$ cat src/rtl/mhs_pkg.sv
package mhs_pkg;
  typedef enum logic {
    KIND_SHORT = 1'b0,
    KIND_HEAD  = 1'b1
  } mhs_kind_e;

  // returns the lowest set bit of a vector as a one-hot value
  function automatic logic [63:0] lowest_onehot(input logic [63:0] v);
    return v & (~v + 64'd1);
  endfunction
endpackage

$ cat src/rtl/mhs_expand_table.sv
module mhs_expand_table #(
  parameter int ADDR_W = 4,
  parameter int K      = 3,
  parameter int PID_W  = 8,
  parameter int SLOT_W = 2
) (
  input  logic                  clk,
  input  logic                  rst_n,
  input  logic                  cfg_we,
  input  logic [ADDR_W-1:0]     cfg_addr,
  input  logic [SLOT_W-1:0]     cfg_slot,
  input  logic                  cfg_kind,
  input  logic [ADDR_W-1:0]     cfg_rel,
  input  logic [PID_W-1:0]      cfg_pid,
  input  logic [ADDR_W-1:0]     hit_addr,
  output logic [K*ADDR_W-1:0]   slot_rel,
  output logic [K-1:0]          slot_kind,
  output logic [K*PID_W-1:0]    slot_pid
);
  localparam int DEPTH = 1 << ADDR_W;
  localparam logic [ADDR_W-1:0] INV = '1;

  logic [ADDR_W-1:0] rel_q  [DEPTH][K];
  logic              kind_q [DEPTH][K];
  logic [PID_W-1:0]  pid_q  [DEPTH][K];

  logic wr_ok;
  assign wr_ok = cfg_we && (int'(cfg_slot) < K);

  always_ff @(posedge clk) begin
    if (!rst_n) begin
      for (int a = 0; a < DEPTH; a++) begin
        for (int s = 0; s < K; s++) begin
          rel_q[a][s]  <= INV;
          kind_q[a][s] <= 1'b0;
          pid_q[a][s]  <= '0;
        end
      end
    end else if (wr_ok) begin
      for (int s = 0; s < K; s++) begin
        if (int'(cfg_slot) == s) begin
          rel_q[cfg_addr][s]  <= cfg_rel;
          kind_q[cfg_addr][s] <= cfg_kind;
          pid_q[cfg_addr][s]  <= cfg_pid;
        end
      end
    end
  end

  for (genvar s = 0; s < K; s++) begin : g_mux
    assign slot_rel[s*ADDR_W +: ADDR_W] = rel_q[hit_addr][s];
    assign slot_kind[s]                 = kind_q[hit_addr][s];
    assign slot_pid[s*PID_W +: PID_W]   = pid_q[hit_addr][s];
  end
endmodule

$ cat src/rtl/mhs_classify.sv
module mhs_classify #(
  parameter int ADDR_W = 4,
  parameter int K      = 3
) (
  input  logic                cam_hit,
  input  logic [K*ADDR_W-1:0] slot_rel,
  input  logic [K-1:0]        slot_kind,
  output logic [K-1:0]        short_req,
  output logic [K-1:0]        head_req
);
  localparam logic [ADDR_W-1:0] INV = '1;

  function automatic logic slot_live(input logic [ADDR_W-1:0] rel);
    return rel != INV;
  endfunction

  for (genvar j = 0; j < K; j++) begin : g_cls
    logic live;
    assign live         = cam_hit && slot_live(slot_rel[j*ADDR_W +: ADDR_W]);
    assign short_req[j] = live && (slot_kind[j] == mhs_pkg::KIND_SHORT);
    assign head_req[j]  = live && (slot_kind[j] == mhs_pkg::KIND_HEAD);
  end
endmodule

$ cat src/rtl/mhs_pe_alloc.sv
module mhs_pe_alloc #(
  parameter int K      = 3,
  parameter int NUM_PE = 4,
  parameter int PID_W  = 8
) (
  input  logic                    clk,
  input  logic                    rst_n,
  input  logic [K-1:0]            head_req,
  input  logic [K*PID_W-1:0]      head_pid,
  input  logic [NUM_PE-1:0]       pe_done,
  output logic [NUM_PE-1:0]       alloc_vec,
  output logic [NUM_PE*PID_W-1:0] alloc_pid,
  output logic [NUM_PE-1:0]       busy_q,
  output logic                    miss
);
  logic [NUM_PE-1:0] avail [K+1];
  logic [NUM_PE-1:0] grant [K];
  logic [K-1:0]      miss_j;

  assign avail[0] = ~busy_q;

  for (genvar j = 0; j < K; j++) begin : g_chain
    logic [63:0] pick;
    assign pick       = mhs_pkg::lowest_onehot(64'(avail[j]));
    assign grant[j]   = head_req[j] ? pick[NUM_PE-1:0] : '0;
    assign avail[j+1] = avail[j] & ~grant[j];
    assign miss_j[j]  = head_req[j] && (avail[j] == '0);
  end

  always_comb begin
    alloc_vec = '0;
    alloc_pid = '0;
    for (int j = 0; j < K; j++) begin
      alloc_vec = alloc_vec | grant[j];
      for (int i = 0; i < NUM_PE; i++) begin
        if (grant[j][i]) alloc_pid[i*PID_W +: PID_W] = head_pid[j*PID_W +: PID_W];
      end
    end
  end

  assign miss = |miss_j;

  // release wins over a same-cycle claim
  always_ff @(posedge clk) begin
    if (!rst_n) busy_q <= '0;
    else        busy_q <= (busy_q | alloc_vec) & ~pe_done;
  end

  for (genvar i = 0; i < NUM_PE; i++) begin : g_hold

    busy_hold_chk: assert property (@(posedge clk) disable iff (!rst_n)
      (busy_q[i] && !pe_done[i]) |=> busy_q[i]);
  end
endmodule

$ cat src/rtl/multihit_selector.sv
module multihit_selector #(
  parameter int ADDR_W = 4,
  parameter int K      = 3,
  parameter int PID_W  = 8,
  parameter int POS_W  = 16,
  parameter int NUM_PE = 4,
  localparam int SLOT_W = (K > 1) ? $clog2(K) : 1
) (
  input  logic                    clk,
  input  logic                    rst_n,
  input  logic                    cfg_we,
  input  logic [ADDR_W-1:0]       cfg_addr,
  input  logic [SLOT_W-1:0]       cfg_slot,
  input  logic                    cfg_kind,
  input  logic [ADDR_W-1:0]       cfg_rel,
  input  logic [PID_W-1:0]        cfg_pid,
  input  logic                    cam_hit,
  input  logic [ADDR_W-1:0]       cam_addr,
  input  logic [POS_W-1:0]        byte_pos,
  input  logic [NUM_PE-1:0]       pe_done,
  output logic [K-1:0]            rep_vld,
  output logic [K*PID_W-1:0]      rep_pid,
  output logic [POS_W-1:0]        rep_pos,
  output logic [K*ADDR_W-1:0]     exp_addr,
  output logic [NUM_PE-1:0]       pe_start,
  output logic [NUM_PE*PID_W-1:0] pe_pid,
  output logic [NUM_PE-1:0]       pe_busy,
  output logic                    alloc_overflow
);
  localparam logic [ADDR_W-1:0] INV = '1;

  logic [K*ADDR_W-1:0]     slot_rel;
  logic [K-1:0]            slot_kind;
  logic [K*PID_W-1:0]      slot_pid;
  logic [K-1:0]            short_req;
  logic [K-1:0]            head_req;
  logic [NUM_PE-1:0]       alloc_vec;
  logic [NUM_PE*PID_W-1:0] alloc_pid;
  logic                    alloc_miss;
  logic [K*PID_W-1:0]      short_pid;

  mhs_expand_table #(.ADDR_W(ADDR_W), .K(K), .PID_W(PID_W), .SLOT_W(SLOT_W)) u_table (
    .clk(clk), .rst_n(rst_n), .cfg_we(cfg_we), .cfg_addr(cfg_addr), .cfg_slot(cfg_slot),
    .cfg_kind(cfg_kind), .cfg_rel(cfg_rel), .cfg_pid(cfg_pid), .hit_addr(cam_addr),
    .slot_rel(slot_rel), .slot_kind(slot_kind), .slot_pid(slot_pid)
  );

  mhs_classify #(.ADDR_W(ADDR_W), .K(K)) u_cls (
    .cam_hit(cam_hit), .slot_rel(slot_rel), .slot_kind(slot_kind),
    .short_req(short_req), .head_req(head_req)
  );

  mhs_pe_alloc #(.K(K), .NUM_PE(NUM_PE), .PID_W(PID_W)) u_alloc (
    .clk(clk), .rst_n(rst_n), .head_req(head_req), .head_pid(slot_pid), .pe_done(pe_done),
    .alloc_vec(alloc_vec), .alloc_pid(alloc_pid), .busy_q(pe_busy), .miss(alloc_miss)
  );

  for (genvar j = 0; j < K; j++) begin : g_spid
    assign short_pid[j*PID_W +: PID_W] = short_req[j] ? slot_pid[j*PID_W +: PID_W] : '0;
  end

  always_ff @(posedge clk) begin
    if (!rst_n) begin
      rep_vld        <= '0;
      rep_pid        <= '0;
      rep_pos        <= '0;
      exp_addr       <= {K{INV}};
      pe_start       <= '0;
      pe_pid         <= '0;
      alloc_overflow <= 1'b0;
    end else begin
      rep_vld        <= short_req;
      rep_pid        <= short_pid;
      rep_pos        <= (|short_req) ? byte_pos : '0;
      exp_addr       <= cam_hit ? slot_rel : {K{INV}};
      pe_start       <= alloc_vec;
      pe_pid         <= alloc_pid;
      alloc_overflow <= alloc_overflow | alloc_miss;
    end
  end


  no_hit_quiet_chk: assert property (@(posedge clk) disable iff (!rst_n)
    !cam_hit |=> (rep_vld == '0 && pe_start == '0));


  overflow_sticky_chk: assert property (@(posedge clk) disable iff (!rst_n)
    alloc_overflow |=> alloc_overflow);


  start_on_idle_chk: assert property (@(posedge clk) disable iff (!rst_n)
    (|pe_start) |-> ((pe_start & $past(pe_busy)) == '0));


  start_bound_chk: assert property (@(posedge clk) disable iff (!rst_n)
    $countones(pe_start) <= K);

  for (genvar j = 0; j < K; j++) begin : g_slot_chk

    valid_addr_chk: assert property (@(posedge clk) disable iff (!rst_n)
      rep_vld[j] |-> (exp_addr[j*ADDR_W +: ADDR_W] != INV));
  end
endmodule

$ cat config.mk
export PLATFORM = sky130hd
export DESIGN_NAME = multihit_selector
export DESIGN_NICKNAME = d
export VERILOG_FILES = /design/src/rtl/mhs_pkg.sv /design/src/rtl/mhs_expand_table.sv /design/src/rtl/mhs_classify.sv /design/src/rtl/mhs_pe_alloc.sv /design/src/rtl/multihit_selector.sv
export SDC_FILE = /design/constraint.sdc
export NUM_CORES = 1
export LEC_CHECK = 0
export ABC_CLOCK_PERIOD_IN_PS = 6650
export BUFFER_PORTS_ARGS = -buffer_cell sky130_fd_sc_hd__buf_2
export CAP_MARGIN = 20
export CORE_MARGIN = 2
export CORE_UTILIZATION = 45
export CTS_CLUSTER_SIZE = 40
export DETAILED_ROUTE_END_ITERATION = 10
export HOLD_SLACK_MARGIN = 0.03
export PLACE_DENSITY = 0.65
export SETUP_SLACK_MARGIN = 0.4
export SLEW_MARGIN = 40
export SYNTH_ARGS = -nofsm -noshare
export SYNTH_HDL_FRONTEND = slang
export SYNTH_SLANG_ARGS = --single-unit
$ cat constraint.sdc
create_clock -name clk -period 6.65 [get_ports clk]
set_input_delay 0.3325 -clock clk [delete_from_list [all_inputs] [get_ports clk]]
set_output_delay 0.3325 -clock clk [all_outputs]
set_load 0.05 [all_outputs]
==> summary.txt <==
Floorplan
  – Number of I/O pins: 143
  – Core Box Area: between 0.06 and 0.07 sq mm
  – Die Ht: 269.4 um
  – Chip Width: between 200 and 300 um
  – # rows: 97
  – Initial core utilization: 0.4534
  – Die footprint: around 0.073 sq mm

Cells and area
  – Final std cells w/o fill: 3220
  – Commonest non-fill, non-tap cell in the layout: edfxtp_1
  – Area Overhead vs Synth: 14.30%
  – Layout net count: 2264
  – Post-route cell area: 0.03623 sq mm
  – Most frequent cells in the layout: edfxtp_1, and2_1, or3_1
  – Layout cells sized above 1: 0.2378

Synth
  – Synth Net Count: 2126
  – Asr flop ratio synth: 0
  – Post-Synthesis Cell Area: 0.03169 sq mm
  – Netlist cell types: 55
  – Flops & latches, synth: 720
  – Yosys warnings: 0
  – Seq/Total Area, Yosys: 0.6516
  – Post-synth EDFFs: 623
  – Yosys top cell area share: 0.5903
  – Top cells by area, synth: edfxtp_1, mux4_2, and2_1
  – Mean post-synth cell area: 15.24 sq um
  – Post-Syn Instances: 2079
  – Ys flop type: edfxtp_1
  – Synth area leader: edfxtp_1

Clock tree
  – Reg clk slew, reported paths: roughly 0.060 ns
  – Worst skew pair latency: 0.63 ns
  – H-tree depth: 3
  – Num CTS Buffers: 76
  – Clock Tree Buf Depth: 3
  – Post CTS Setup Buffer Count: 0
  – CTS tree: done
  – Sink Count: 720
  – Root Buffer: clkbuf_16

Pwr
  – Pleak: between 10 and 15 nW
  – Power per cell area: 288.2 mW/mm^2
  – Worst VDD drop: 0.0001818 V
  – Tot Pwr: 0.01044 W

Place
  – Port bufs: 142
  – Placed Area: around 0.034 sq mm
  – Hpwl dp: 53.63 mm
  – Placed Cells: approximately 3000
  – Routability cong.: 0.8554
  – Pre-CTS WS: 2.091 ns

STA
  – Setup Skew: 0.03156 ns
  – Final Max Tran Viols: 0
  – FMAX: 0.2556 GHz
  – Final hold vios: 0
  – Slew headroom: 0.3895
  – Final worst setup slack: 2.737 ns
  – Period utilization: 0.5884
  – Worst-Margin Slew: 0.9135 ns
  – Sum Neg Setup Slack: 0 ns
  – Count of final setup violators: 0
  – Unrepaired setup endpoints after global routing: false
  – Post-layout min period: 3.913 ns

Drt
  – DRT iter0 DRCs: 2515
  – Vias per Instance: 5.854
  – Post-route ant nets: 0
  – Routed wire length: between 80 and 90 mm
  – Routed vias: approximately 19000
  – Routed len/inst: about 26 um
  – DR pass1 iterations: 7
  – # DRC: 0

Global route
  – Largest net degree at the start of global routing: 97
  – Initial antenna violation count: 3
  – Gr usage total: 0.2313
  – First-pass GRT wire length: 126.6 mm
  – Vias in the first global route: 19300
  – GRT overflow: 0

Hold path
  – WHS Path Cells: 3
  – Hold Crit Class: primary input to flip-flop

Critical path
  – Worst Setup End Kind: flip-flop
  – WS Path Type: primary input to flip-flop
  – Critical path data required time: 7.20 ns
  – CP startpoint kind: primary input
  – Worst EP arrival: approximately 4.5 ns
  – Worst R2R Path Depth: 9
  – CP max FO: 34

Status
  – Outcome: finished clean

Run
  – Reported max-cap violation count: 0
==> cells in the mapped netlist (all sizes together), types with 2 or more instances <==
cell / instances
buf: 32
a21o: 2
nand2: 31
nand4: 5
mux2i: 2
a21boi: 2
or3: 193
clkbuf: 143
nand3: 23
dfxtp: 97
a22oi: 18
mux4: 186
a41oi: 2
a211oi: 5
edfxtp: 623
o21ai: 53
a222oi: 24
and3: 19
a31oi: 2
a311oi: 3
nor2: 91
and2b: 9
o211ai: 2
nor3: 10
a2111oi: 2
inv: 9
o2bb2ai: 8
and2: 434
nor4: 2
or2: 12
nor2b: 23
==> sequential cells by signal, summed over array words and instances, names as in the netlist, 12 cells and up <==
register        count
u_table.pid_q     384
pe_pid             32
exp_addr           12
rep_pid            24
u_table.rel_q     192
rep_pos            16
u_table.kind_q     48
==> metal layers <==
metal  track usage  wire, um
met2        0.3814     41420
met5             0         0
met4       0.07997      2183
met1        0.3085     33670
met3       0.04435      6495
==> kinds of logic (layout without fill, tap and decap cells) <==
kind of cell    count (synthesis)  count (layout)  share of synthesized area
compound gates                130             130                    0.03020
other cells                     0               1                          0
simple gates                  855             855                     0.1598
xor+xnor                        1               1                  0.0002764
flops                         720             720                     0.6516
mux                           189             189                     0.1336
buf+inv                       184             384                    0.02452
==> repair_timing <==
item / in CTS / in global routing
endpoints found under the hold margin: 20 / 0
hold buffers: 20 / 0
resized for setup: 0 / 0
==> path summary, 6_finish.rpt <==
path                                            from  slack, ns                    to
worst max-delay path                     cam_addr[0]       2.74            pe_pid[23]
worst min-delay path                        cfg_kind       0.27  u_table.kind_q[8][2]
worst max register to register   u_table.rel_q[1][8]       3.10            pe_pid[23]
worst min register to register  u_table.kind_q[8][2]       0.50  u_table.kind_q[8][2]
==> stage by stage <==
stage / hold WS, ns / utilization
floorplan: 0.4046 / -
global placement: 0.4495 / 0.4778
detailed placement: 0.4833 / 0.4795
CTS: 0.3256 / 0.5178
global route: 0.2882 / 0.5182
finish: 0.2665 / 0.5182
==> power breakdown <==
part	switching, W	leakage, nW	internal, W	total [W]
clock network	0.00178	1.23	0.00246	0.00424
logic	0.000657	4.43	0.000332	0.000989
registers	0.0000747	6.82	0.00513	0.00521
total	0.00252	12.5	0.00793	0.0104
==> layout make-up <==
cell class	count	area [sq um]
Timing Repair Buffer	235	1568
Clock inverter	35	296.5
Multi-Input combinational cell	1175	10320
Fill cell	5649	33680
Antenna cell	1	2.502
Inverter	9	33.78
Sequential cell	720	20650
Tap cell	940	1176
Clock buffer	105	2180
==> critical path: stages <==
cell and delay, ns:
buf_8 0.24, buf_16 0.27, buf_16 0.30, buf_4 0.63, mux4_2 0.65, mux2i_1 0.15
mux2_2 0.19, nor2_1 0.10, a21oi_1 0.38, a22oi_1 0.16, a211oi_2 0.61, a222oi_1 0.23
nor2_1 0.14
No activity file was read; power rests on OpenSTA's default activity.
